## config.mk

```make
export PLATFORM = sky130hd
export DESIGN_NAME = rdma_engine
export DESIGN_NICKNAME = d
export VERILOG_FILES = /design/src/rtl/rdma_pkg.sv /design/src/rtl/rdma_cfg_regs.sv /design/src/rtl/rdma_ctrl.sv /design/src/rtl/rdma_buf.sv /design/src/rtl/rdma_engine.sv
export SDC_FILE = /design/constraint.sdc
export NUM_CORES = 2
export LEC_CHECK = 0
export BUFFER_PORTS_ARGS = -buffer_cell sky130_fd_sc_hd__clkbuf_2
export CAP_MARGIN = 0
export CORE_UTILIZATION = 25
export CTS_BUF_LIST = sky130_fd_sc_hd__clkbuf_4
export CTS_CLUSTER_DIAMETER = 100
export DETAILED_ROUTE_END_ITERATION = 16
export SYNTH_ARGS = -nofsm -noshare
export SYNTH_HDL_FRONTEND = slang
export SYNTH_SLANG_ARGS = --single-unit
```

## constraint.sdc

```tcl
create_clock -name clk -period 6.4 [get_ports clk]
set_input_delay 0.32 -clock clk [delete_from_list [all_inputs] [get_ports clk]]
set_output_delay 0.32 -clock clk [all_outputs]
set_load 0.01 [all_outputs]
```

## src/rtl/rdma_pkg.sv

```systemverilog
package rdma_pkg;
    localparam int ADDR_W   = 16;
    localparam int DONE_BIT = 6;

    typedef enum logic [2:0] {
        OP_NONE  = 3'b000,
        OP_READ  = 3'b001,
        OP_WRITE = 3'b010,
        OP_SEND  = 3'b011,
        OP_ABORT = 3'b100
    } dma_op_e;

    typedef enum logic [1:0] {
        ST_IDLE  = 2'd0,
        ST_READ  = 2'd1,
        ST_WRITE = 2'd2
    } eng_state_e;

    localparam logic [3:0] OFS_CMD   = 4'h0;
    localparam logic [3:0] OFS_SA_LO = 4'h1;
    localparam logic [3:0] OFS_SA_HI = 4'h2;
    localparam logic [3:0] OFS_BC_LO = 4'h3;
    localparam logic [3:0] OFS_BC_HI = 4'h4;
    localparam logic [3:0] OFS_STAT  = 4'h5;
    localparam logic [3:0] OFS_CFG   = 4'h6;
endpackage

```

## src/rtl/rdma_cfg_regs.sv

```systemverilog
module rdma_cfg_regs
    import rdma_pkg::*;
#(
    parameter int AW = ADDR_W
) (
    input  logic          clk,
    input  logic          rst_n,
    input  logic          hs_wr,
    input  logic [3:0]    hs_addr,
    input  logic [7:0]    hs_wdata,
    output logic [AW-1:0] start_addr,
    output logic [AW-1:0] byte_cnt,
    output logic          word_mode
);
    localparam int HI_W = AW - 8;

    always_ff @(posedge clk or negedge rst_n) begin
        if (!rst_n) begin
            start_addr <= '0;
            byte_cnt   <= '0;
            word_mode  <= 1'b0;
        end else if (hs_wr) begin
            unique case (hs_addr)
                OFS_SA_LO: start_addr[7:0]     <= hs_wdata;
                OFS_SA_HI: start_addr[AW-1:8]  <= hs_wdata[HI_W-1:0];
                OFS_BC_LO: byte_cnt[7:0]       <= hs_wdata;
                OFS_BC_HI: byte_cnt[AW-1:8]    <= hs_wdata[HI_W-1:0];
                OFS_CFG:   word_mode           <= hs_wdata[0];
                default: ;
            endcase
        end
    end
endmodule

```

## src/rtl/rdma_ctrl.sv

```systemverilog
module rdma_ctrl
    import rdma_pkg::*;
#(
    parameter int AW = ADDR_W
) (
    input  logic          clk,
    input  logic          rst_n,
    input  logic          cmd_go,
    input  logic [2:0]    cmd_op,
    input  logic          stat_wr,
    input  logic          stat_clr,
    input  logic [AW-1:0] start_addr,
    input  logic [AW-1:0] byte_cnt,
    input  logic          word_mode,
    input  logic          dp_rd,
    input  logic          dp_wr,
    output logic [AW-1:0] cur_addr,
    output logic          done,
    output logic          acc_rd,
    output logic          acc_wr,
    output logic          acc_wide
);
    localparam int REM_W = AW + 1;

    eng_state_e       state_q, state_d;
    logic [REM_W-1:0] rem_q, eff_cnt, step_rem;
    logic [AW-1:0]    cur_q, step_addr;
    logic             mode_q, done_q;
    logic             start_req, abort_req, acc, last, done_set;

    assign start_req = cmd_go && (cmd_op == OP_READ || cmd_op == OP_WRITE);
    assign abort_req = cmd_go && (cmd_op == OP_ABORT);
    assign eff_cnt   = word_mode ? ({1'b0, byte_cnt} + {{AW{1'b0}}, byte_cnt[0]})
                                 : {1'b0, byte_cnt};
    assign step_rem  = {{(REM_W-2){1'b0}}, mode_q, ~mode_q};
    assign step_addr = {{(AW-2){1'b0}}, mode_q, ~mode_q};
    assign last      = (rem_q == step_rem);

    // state register
    always_ff @(posedge clk or negedge rst_n) begin
        if (!rst_n) state_q <= ST_IDLE;
        else        state_q <= state_d;
    end

    // next state and strobes
    always_comb begin
        acc_rd   = 1'b0;
        acc_wr   = 1'b0;
        state_d  = state_q;
        unique case (state_q)
            ST_IDLE:  state_d = ST_IDLE;
            ST_READ: begin
                acc_rd = dp_rd && !start_req && !abort_req;
                if (acc_rd && last) state_d = ST_IDLE;
            end
            ST_WRITE: begin
                acc_wr = dp_wr && !start_req && !abort_req;
                if (acc_wr && last) state_d = ST_IDLE;
            end
            default:  state_d = ST_IDLE;
        endcase
        if (abort_req) state_d = ST_IDLE;
        if (start_req) begin
            if (eff_cnt == '0)            state_d = ST_IDLE;
            else if (cmd_op == OP_READ)   state_d = ST_READ;
            else                          state_d = ST_WRITE;
        end
    end

    assign acc      = acc_rd || acc_wr;
    assign done_set = (start_req && eff_cnt == '0) || (acc && last);

    always_ff @(posedge clk or negedge rst_n) begin
        if (!rst_n) begin
            cur_q  <= '0;
            rem_q  <= '0;
            mode_q <= 1'b0;
            done_q <= 1'b0;
        end else begin
            if (start_req) begin
                cur_q  <= start_addr;
                rem_q  <= eff_cnt;
                mode_q <= word_mode;
            end else if (acc) begin
                cur_q  <= cur_q + step_addr;
                rem_q  <= rem_q - step_rem;
            end
            if (done_set)                 done_q <= 1'b1;
            else if (stat_wr && stat_clr) done_q <= 1'b0;
        end
    end

    assign cur_addr = cur_q;
    assign done     = done_q;
    assign acc_wide = mode_q;

    assert_last_access_done_R6: assert property (@(posedge clk) disable iff (!rst_n)
        acc && last |=> state_q == ST_IDLE && done_q);
    assert_abort_goes_idle_R8: assert property (@(posedge clk) disable iff (!rst_n)
        abort_req |=> state_q == ST_IDLE);
    assert_zero_count_done_R11: assert property (@(posedge clk) disable iff (!rst_n)
        start_req && eff_cnt == '0 |=> done_q && state_q == ST_IDLE);
    assert_address_advance_R3: assert property (@(posedge clk) disable iff (!rst_n)
        acc |=> cur_q == $past(cur_q) + ($past(mode_q) ? 16'd2 : 16'd1));
    assert_word_count_even_R10: assert property (@(posedge clk) disable iff (!rst_n)
        state_q != ST_IDLE && mode_q |-> rem_q[0] == 1'b0);
    assert_clear_flag_R7: assert property (@(posedge clk) disable iff (!rst_n)
        stat_wr && stat_clr && !done_set |=> !done_q);
    assert_other_code_ignored_R13: assert property (@(posedge clk) disable iff (!rst_n)
        cmd_go && !start_req && !abort_req && !acc |=> state_q == $past(state_q));
endmodule

```

## src/rtl/rdma_buf.sv

```systemverilog
module rdma_buf #(
    parameter int BUF_AW = 8
) (
    input  logic              clk,
    input  logic              rst_n,
    input  logic [BUF_AW-1:0] idx,
    input  logic              we,
    input  logic              re,
    input  logic              wide,
    input  logic [15:0]       wdata,
    output logic [15:0]       rdata
);
    localparam int DEPTH = 1 << BUF_AW;

    logic [7:0]        mem [DEPTH];
    logic [BUF_AW-1:0] idx_hi;

    assign idx_hi = idx + 1'b1;

    always_ff @(posedge clk) begin
        if (we) begin
            mem[idx] <= wdata[7:0];
            if (wide) mem[idx_hi] <= wdata[15:8];
        end
    end

    always_ff @(posedge clk or negedge rst_n) begin
        if (!rst_n)  rdata <= '0;
        else if (re) rdata <= {(wide ? mem[idx_hi] : 8'h00), mem[idx]};
    end
endmodule

```

## src/rtl/rdma_engine.sv

```systemverilog
module rdma_engine
    import rdma_pkg::*;
#(
    parameter int BUF_AW = 8
) (
    input  logic        clk,
    input  logic        rst_n,
    input  logic        hs_wr,
    input  logic [3:0]  hs_addr,
    input  logic [7:0]  hs_wdata,
    output logic [7:0]  hs_rdata,
    input  logic        dp_rd,
    input  logic        dp_wr,
    input  logic [15:0] dp_wdata,
    output logic [15:0] dp_rdata
);
    logic [ADDR_W-1:0] start_addr, byte_cnt, cur_addr;
    logic              word_mode, done, acc_rd, acc_wr, acc_wide;

    rdma_cfg_regs #(.AW(ADDR_W)) regs_i (
        .clk        (clk),
        .rst_n      (rst_n),
        .hs_wr      (hs_wr),
        .hs_addr    (hs_addr),
        .hs_wdata   (hs_wdata),
        .start_addr (start_addr),
        .byte_cnt   (byte_cnt),
        .word_mode  (word_mode)
    );

    rdma_ctrl #(.AW(ADDR_W)) ctrl_i (
        .clk        (clk),
        .rst_n      (rst_n),
        .cmd_go     (hs_wr && hs_addr == OFS_CMD),
        .cmd_op     (hs_wdata[5:3]),
        .stat_wr    (hs_wr && hs_addr == OFS_STAT),
        .stat_clr   (hs_wdata[DONE_BIT]),
        .start_addr (start_addr),
        .byte_cnt   (byte_cnt),
        .word_mode  (word_mode),
        .dp_rd      (dp_rd),
        .dp_wr      (dp_wr),
        .cur_addr   (cur_addr),
        .done       (done),
        .acc_rd     (acc_rd),
        .acc_wr     (acc_wr),
        .acc_wide   (acc_wide)
    );

    rdma_buf #(.BUF_AW(BUF_AW)) buf_i (
        .clk   (clk),
        .rst_n (rst_n),
        .idx   (cur_addr[BUF_AW-1:0]),
        .we    (acc_wr),
        .re    (acc_rd),
        .wide  (acc_wide),
        .wdata (dp_wdata),
        .rdata (dp_rdata)
    );

    always_comb begin
        unique case (hs_addr)
            OFS_SA_LO: hs_rdata = cur_addr[7:0];
            OFS_SA_HI: hs_rdata = cur_addr[15:8];
            OFS_STAT:  hs_rdata = 8'(done) << DONE_BIT;
            OFS_CFG:   hs_rdata = {7'b0, word_mode};
            default:   hs_rdata = 8'h00;
        endcase
    end

    assert_idle_port_quiet_R6: assert property (@(posedge clk) disable iff (!rst_n)
        !acc_rd |=> $stable(dp_rdata));
endmodule

```

After elaboration in Yosys (flattened, before gate mapping):

Memories as Yosys holds them, arrays and structs flattened. A register that Yosys moved wholly into a read port is not among the register bits.
Cells that the tools add are included.

* memories kept: 1
* memory bits (writable): 2048
* output and inout bits: 24
* logic and storage cells: 83
* register bits after elaboration: 86

* reductions and logical operators: 29
* $add $sub $neg: 4
* bitwise operators: 1
* eq/ne operators: 14
* muxes and demuxes: 23

Memory list
* buf_i.mem: words 256, width 8, read ports 2, clocked after memory_dff 1, wr ports 2, line rdma_buf.sv:15 `logic [7:0] mem [DEPTH];`

Operators by type and width (number)
* 17-bit two-way mux: 3
* 16-bit two-way mux: 2
* 8-bit case mux with 4 select lines: 1
* 16-bit by 1-bit adder with 17-bit output: 1
* 17-bit by 2-bit == test with 1-bit output: 1
* 17-bit zero test: 1
* 17-bit by 2-bit subtractor with 17-bit output: 1
* 16-bit by 2-bit adder with 16-bit output: 1
* 1-bit logical AND: 13
* 4-bit by 3-bit == test with 1-bit output, second input constant: 3
* 2-bit two-way mux: 6
* 2-bit AND reduction: 6
* 1-bit two-way mux: 9
* 8-bit by 1-bit adder with 8-bit output, second input constant: 1
* 4-bit by 2-bit == test with 1-bit output, second input constant: 2
* 8-bit two-way mux: 1
* 4-bit by 1-bit != test with 1-bit output, second input constant: 2
* 4-bit by 1-bit == test with 1-bit output, second input constant: 1
* 4-bit zero test: 1
* 2-bit case mux with 2 select lines: 1
* 2-bit nonzero test: 2
* 3-bit by 1-bit == test with 1-bit output, second input constant: 1
* 3-bit by 2-bit == test with 1-bit output, second input constant: 1
* 3-bit == test, second input constant: 1
* 5 further kinds: 9

Logic depth before layout (Yosys ltp):

* depth in word-level cells: 11
* depth in mapped cells: 18
* depth with buffers taken out: 10

Hierarchy:

A second synthesis with hierarchy kept.

* cell total of the unflattened synthesis: 7978
* area, all modules: 127672.4 µm²

By module, submodules not included
* rdma_buf: area an instance 123409.6 µm², cells an instance 7560, times used 1
* rdma_ctrl: area an instance 2715.1 µm², cells an instance 309, times used 1
* rdma_cfg_regs: area an instance 1286.2 µm², cells an instance 75, times used 1
* rdma_engine: area an instance 261.5 µm², cells an instance 34, times used 1

Worst setup path before layout:

Ideal clock, no wire load.

* kind: flip-flop to flip-flop
* start: register ctrl_i.cur_q[1], in the netlist ctrl_i.cur_addr[1]
* end: register buf_i.rdata[13]
* library setup time: 0.124 ns
* stages on the path, launching flop included: 16
* period minus slack after synthesis: 4.186 ns
* buffers on the path: 7
* arrival time: 4.062 ns
* path slack: 2.214 ns
* data required time: 6.276 ns
* cell sequence: dfrtp_1 buf_2 buf_1 buf_2 inv_1 ha_1 buf_4 buf_4 buf_2 buf_2 mux4_2 a22oi_1 nand2_1 a2111oi_0 a41oi_1 a211o_1

* longest elaborated chain between the ends: 3

RTL lines
* start, declared: line rdma_ctrl.sv:27 `logic [AW-1:0] cur_q, step_addr;`
* start signal, assigned: line rdma_ctrl.sv:81 `cur_q <= start_addr;`
* start signal, assigned: line rdma_ctrl.sv:85 `cur_q <= cur_q + step_addr;`
* 8-bit by 1-bit adder with 8-bit output: line rdma_buf.sv:18 `assign idx_hi = idx + 1'b1;`
* memory read 256 x 8 bit
* 8-bit two-way mux: line rdma_buf.sv:29 `else if (re) rdata <= {(wide ? mem[idx_hi] : 8'h00), mem[idx]};`
* end signal, assigned: line rdma_buf.sv:29
* end, declared: line rdma_buf.sv:11 `output logic [15:0] rdata`

Every way passes these cells.
A chain may end at the register's enable or synchronous reset.

Final worst setup path:

* start: register ctrl_i.cur_q[0], in the netlist ctrl_i.cur_addr[0]
* end: register buf_i.rdata[11]

The elaborated chain is that of the path after synthesis.

==> summary.txt <==
share of cells above drive strength 1: 54.7%
Routed Antenna Nets: 0
Comb pwr share: 49.9%
ys async rst share: 4.03%
status: finished, final reports clean
post-synthesis adder-cell area fraction: 0.130%
worst slew pin tran: 1.47 ns
post-route cell area: 145000 µm²
top cells by area, synth: edfxtp_1 48%, mux4_2 20%, mux2_2 18%, clkbuf_1 1.9%, nand2_1 1.8%
DP Area: 136000 µm²
Die Width: 716 µm
average size of a mapped cell: 15.6 µm²
Final min period: 5.87 ns
first-pass GRT wire length: 696000 µm
routed vias/inst: 5.67
CP required: 7.91 ns
Crit Path Class: register to register
worst setup slack after placement: 1.14 ns
setup total negative slack: 0 ns
GRT overflow: 0
Die Area: 513000 µm²
routability cong.: 0.994
Worst Path Max Fanout: 21
Routed WL: 504000 µm
worst vdd ir: 0.000723 V
pin count of the biggest net entering global routing: 173
most frequent cell after synthesis: mux2_2
Final Setup Violations: 0
root buffer cell: clkbuf_4
syn_nets: 8237
initial antenna violation count: 39
Worst Clk Skew: 0.100 ns
Int Power: 33.7 mW
CORE AREA: 507000 µm²
post-synthesis xor/xnor area fraction: 0.300%
CTS clock-pin slew for the worst setup and hold paths: 0.07 ns
P&R area growth vs syn: 13.7%
Overall Global Routing Usage: 19.0%
Post-synth EDFFs: 2048
routed length per placed instance: 32.3 µm
switching fraction of total power: 42.3%
sequential-to-total area share from yosys stat: 49.9%
sequential share of power: 27.4%
RSZ-0062 raised after global routing: false
final std cells w/o fill: 15600
Cell variety after synth: 77
largest family of logic cells by synthesized area: multiplexers
Top FF cell, synth: edfxtp_1
mux contribution to synthesized area: 39.1%
utilization after layout: 28.6%
Critical Path Start Type: register
mapped cell area: 127000 µm²
fmax: 170 MHz
max cap viols: 0
Design Power: 58.3 mW
fillcell total: 50900
worst hold path type: input port to register
Synth top area share: 48.3%
Vias: 88500
Final Max Tran Viols: 0
top cells by count, synth: 2086 x mux2_2, 2048 x edfxtp_1, 1159 x mux4_2, 652 x clkbuf_1, 598 x nand2_1
CTS tree: built
total CTS buffers: 589
CTS Sinks: 2134
Final Cycle Share: 91.7%
IO Count: 57
drt first pass iters: 7
placed insts: 14400
Synth Area in Compound Gates: 3.01%
Pleak: 45.4 nW
worst hold slack: 0.124 ns
Final Net Count: 8464
CTS max path bufs: 4
Slew Limit Headroom: 1.81%
crit path DAT: 7.38 ns
Yosys warning count: 0
post-synthesis simple-gate area fraction: 4.33%
final hold violations: 0
DRC: 0
vias in the first global route: 85000
H-tree levels: 6
Final WS setup: 0.529 ns
drt first-iter violations: 12300
#FFs+latches synth: 2134
clock share of power: 22.7%
Rows: 261
power density over cell area: 403 nW/µm²
dpl hpwl: 322000 µm
PortBufs: 56
Clock Latency Late Sink: 1.62 ns
Sw Pwr: 24.7 mW
gate count after technology mapping: 8192
Yosys top cell by area: edfxtp_1
Worst Setup End Kind: register
Initial Utilization: 25.2%
die height: 716 µm
layout make-up:
class                      count  area (µm²)  share of cell area, %
sequential                  2134       63700                   43.9
multi-input combinational   5108       60000                   41.4
tap                         6706        8390                   5.79
clock buffer                 866        6500                   4.49
timing repair buffer         573        5070                   3.50
clock inverter               159        1100                  0.761
antenna                       45         113                 0.0777
inverter                      13        48.8                 0.0337
per-layer routing:
| metal | routed length (µm) | track usage (%) | up-vias | part of all wire (%) |
|---|---|---|---|---|
| li1 | - | - | 34200 | - |
| met1 | 186000 | 23.8 | 46600 | 37 |
| met5 | 586 | 0.547 | - | 0.12 |
| met2 | 217000 | 27.8 | 6299 | 43 |
| met4 | 31600 | 10.3 | 46 | 6.3 |
| met3 | 68700 | 7.70 | 1353 | 14 |
placed cells by master, fill, tap and decap left out, drive strengths merged, types with 11 or more instances in the layout:
cell type,instances
a21oi,70
a221oi,14
a22o,16
a22oi,83
a31oi,18
and2,30
and3,21
buf,448
bufinv,11
clkbuf,905
clkinv,116
clkinvlp,13
dfrtp,86
diode,45
dlygate4sd3,85
edfxtp,2048
inv,32
mux2,2086
mux2i,23
mux4,1159
nand2,598
nand3,208
nand4,38
nor2,198
nor2b,18
nor3,31
nor4,16
o211ai,11
o21ai,168
o22ai,135
or3,11
xnor2,24
xor2,18
what timing repair did:
action / in CTS / in global routing
hold buffers: 87 / 0
resized for setup: 0 / 0
buffers inserted: 0 / 0
endpoints found under the hold margin: 2164 / 0
critical path, stage by stage (launching register included):
cell and delay [ns]:
dfrtp_4 0.71, ha_1 0.65, nand2_1 0.17, o21ai_1 0.46
and2_0 0.71, nand3_1 0.58, a21oi_1 1.05, a31oi_1 0.40
a41oi_1 0.88, a211o_1 0.17
power groups by stage:
stage	Sequential, mW	Combinational (mW)	Clock (mW)
3_3_place_gp	16.2	28.1	0
5_1_grt	16.0	29.4	14.0
2_1_floorplan	15.9	17.5	0
6_report	16.0	29.1	13.3
3_5_place_dp	16.2	28.1	0
4_1_cts	15.9	28.3	13.4
path summary, 6_finish.rpt:
check                                             startpoint                               to  slack [ns]  cells past startpoint
max                           ctrl_i.cur_addr[0]$_DFFE_PN0P_      buf_i.rdata[11]$_DFFE_PN0P_        0.53                      9
min                                              dp_wdata[2]       buf_i.mem[34][2]$_DFFE_PP_        0.12                      3
max reg2reg                   ctrl_i.cur_addr[0]$_DFFE_PN0P_      buf_i.rdata[11]$_DFFE_PN0P_        0.53                      9
min reg2reg                regs_i.start_addr[14]$_DFFE_PN0P_  ctrl_i.cur_addr[14]$_DFFE_PN0P_        0.48                      2
max in group asynchronous                              rst_n   ctrl_i.cur_addr[2]$_DFFE_PN0P_        4.82                      6
min in group asynchronous                              rst_n  regs_i.byte_cnt[14]$_DFFE_PN0P_        0.30                      5
logic make-up (layout without fill, tap and decap cells):
family,count (synthesis),after routing
flops,2134,2134
mux,3268,3268
compound gates,593,593
other cells,0,45
buf+inv,950,1611
fa+ha+maj,12,12
xor+xnor,42,42
simple gates,1193,1193
registers in the layout, summed over array words and instances (netlist names):
register           cells
ctrl_i.done            1
regs_i.word_mode       1
ctrl_i.cur_addr       16
regs_i.start_addr     16
ctrl_i.rem_q          17
regs_i.byte_cnt       16
ctrl_i.state_q         2
buf_i.rdata           16
buf_i.mem           2048
ctrl_i.acc_wide        1
No activity file was read; power rests on OpenSTA's default activity.
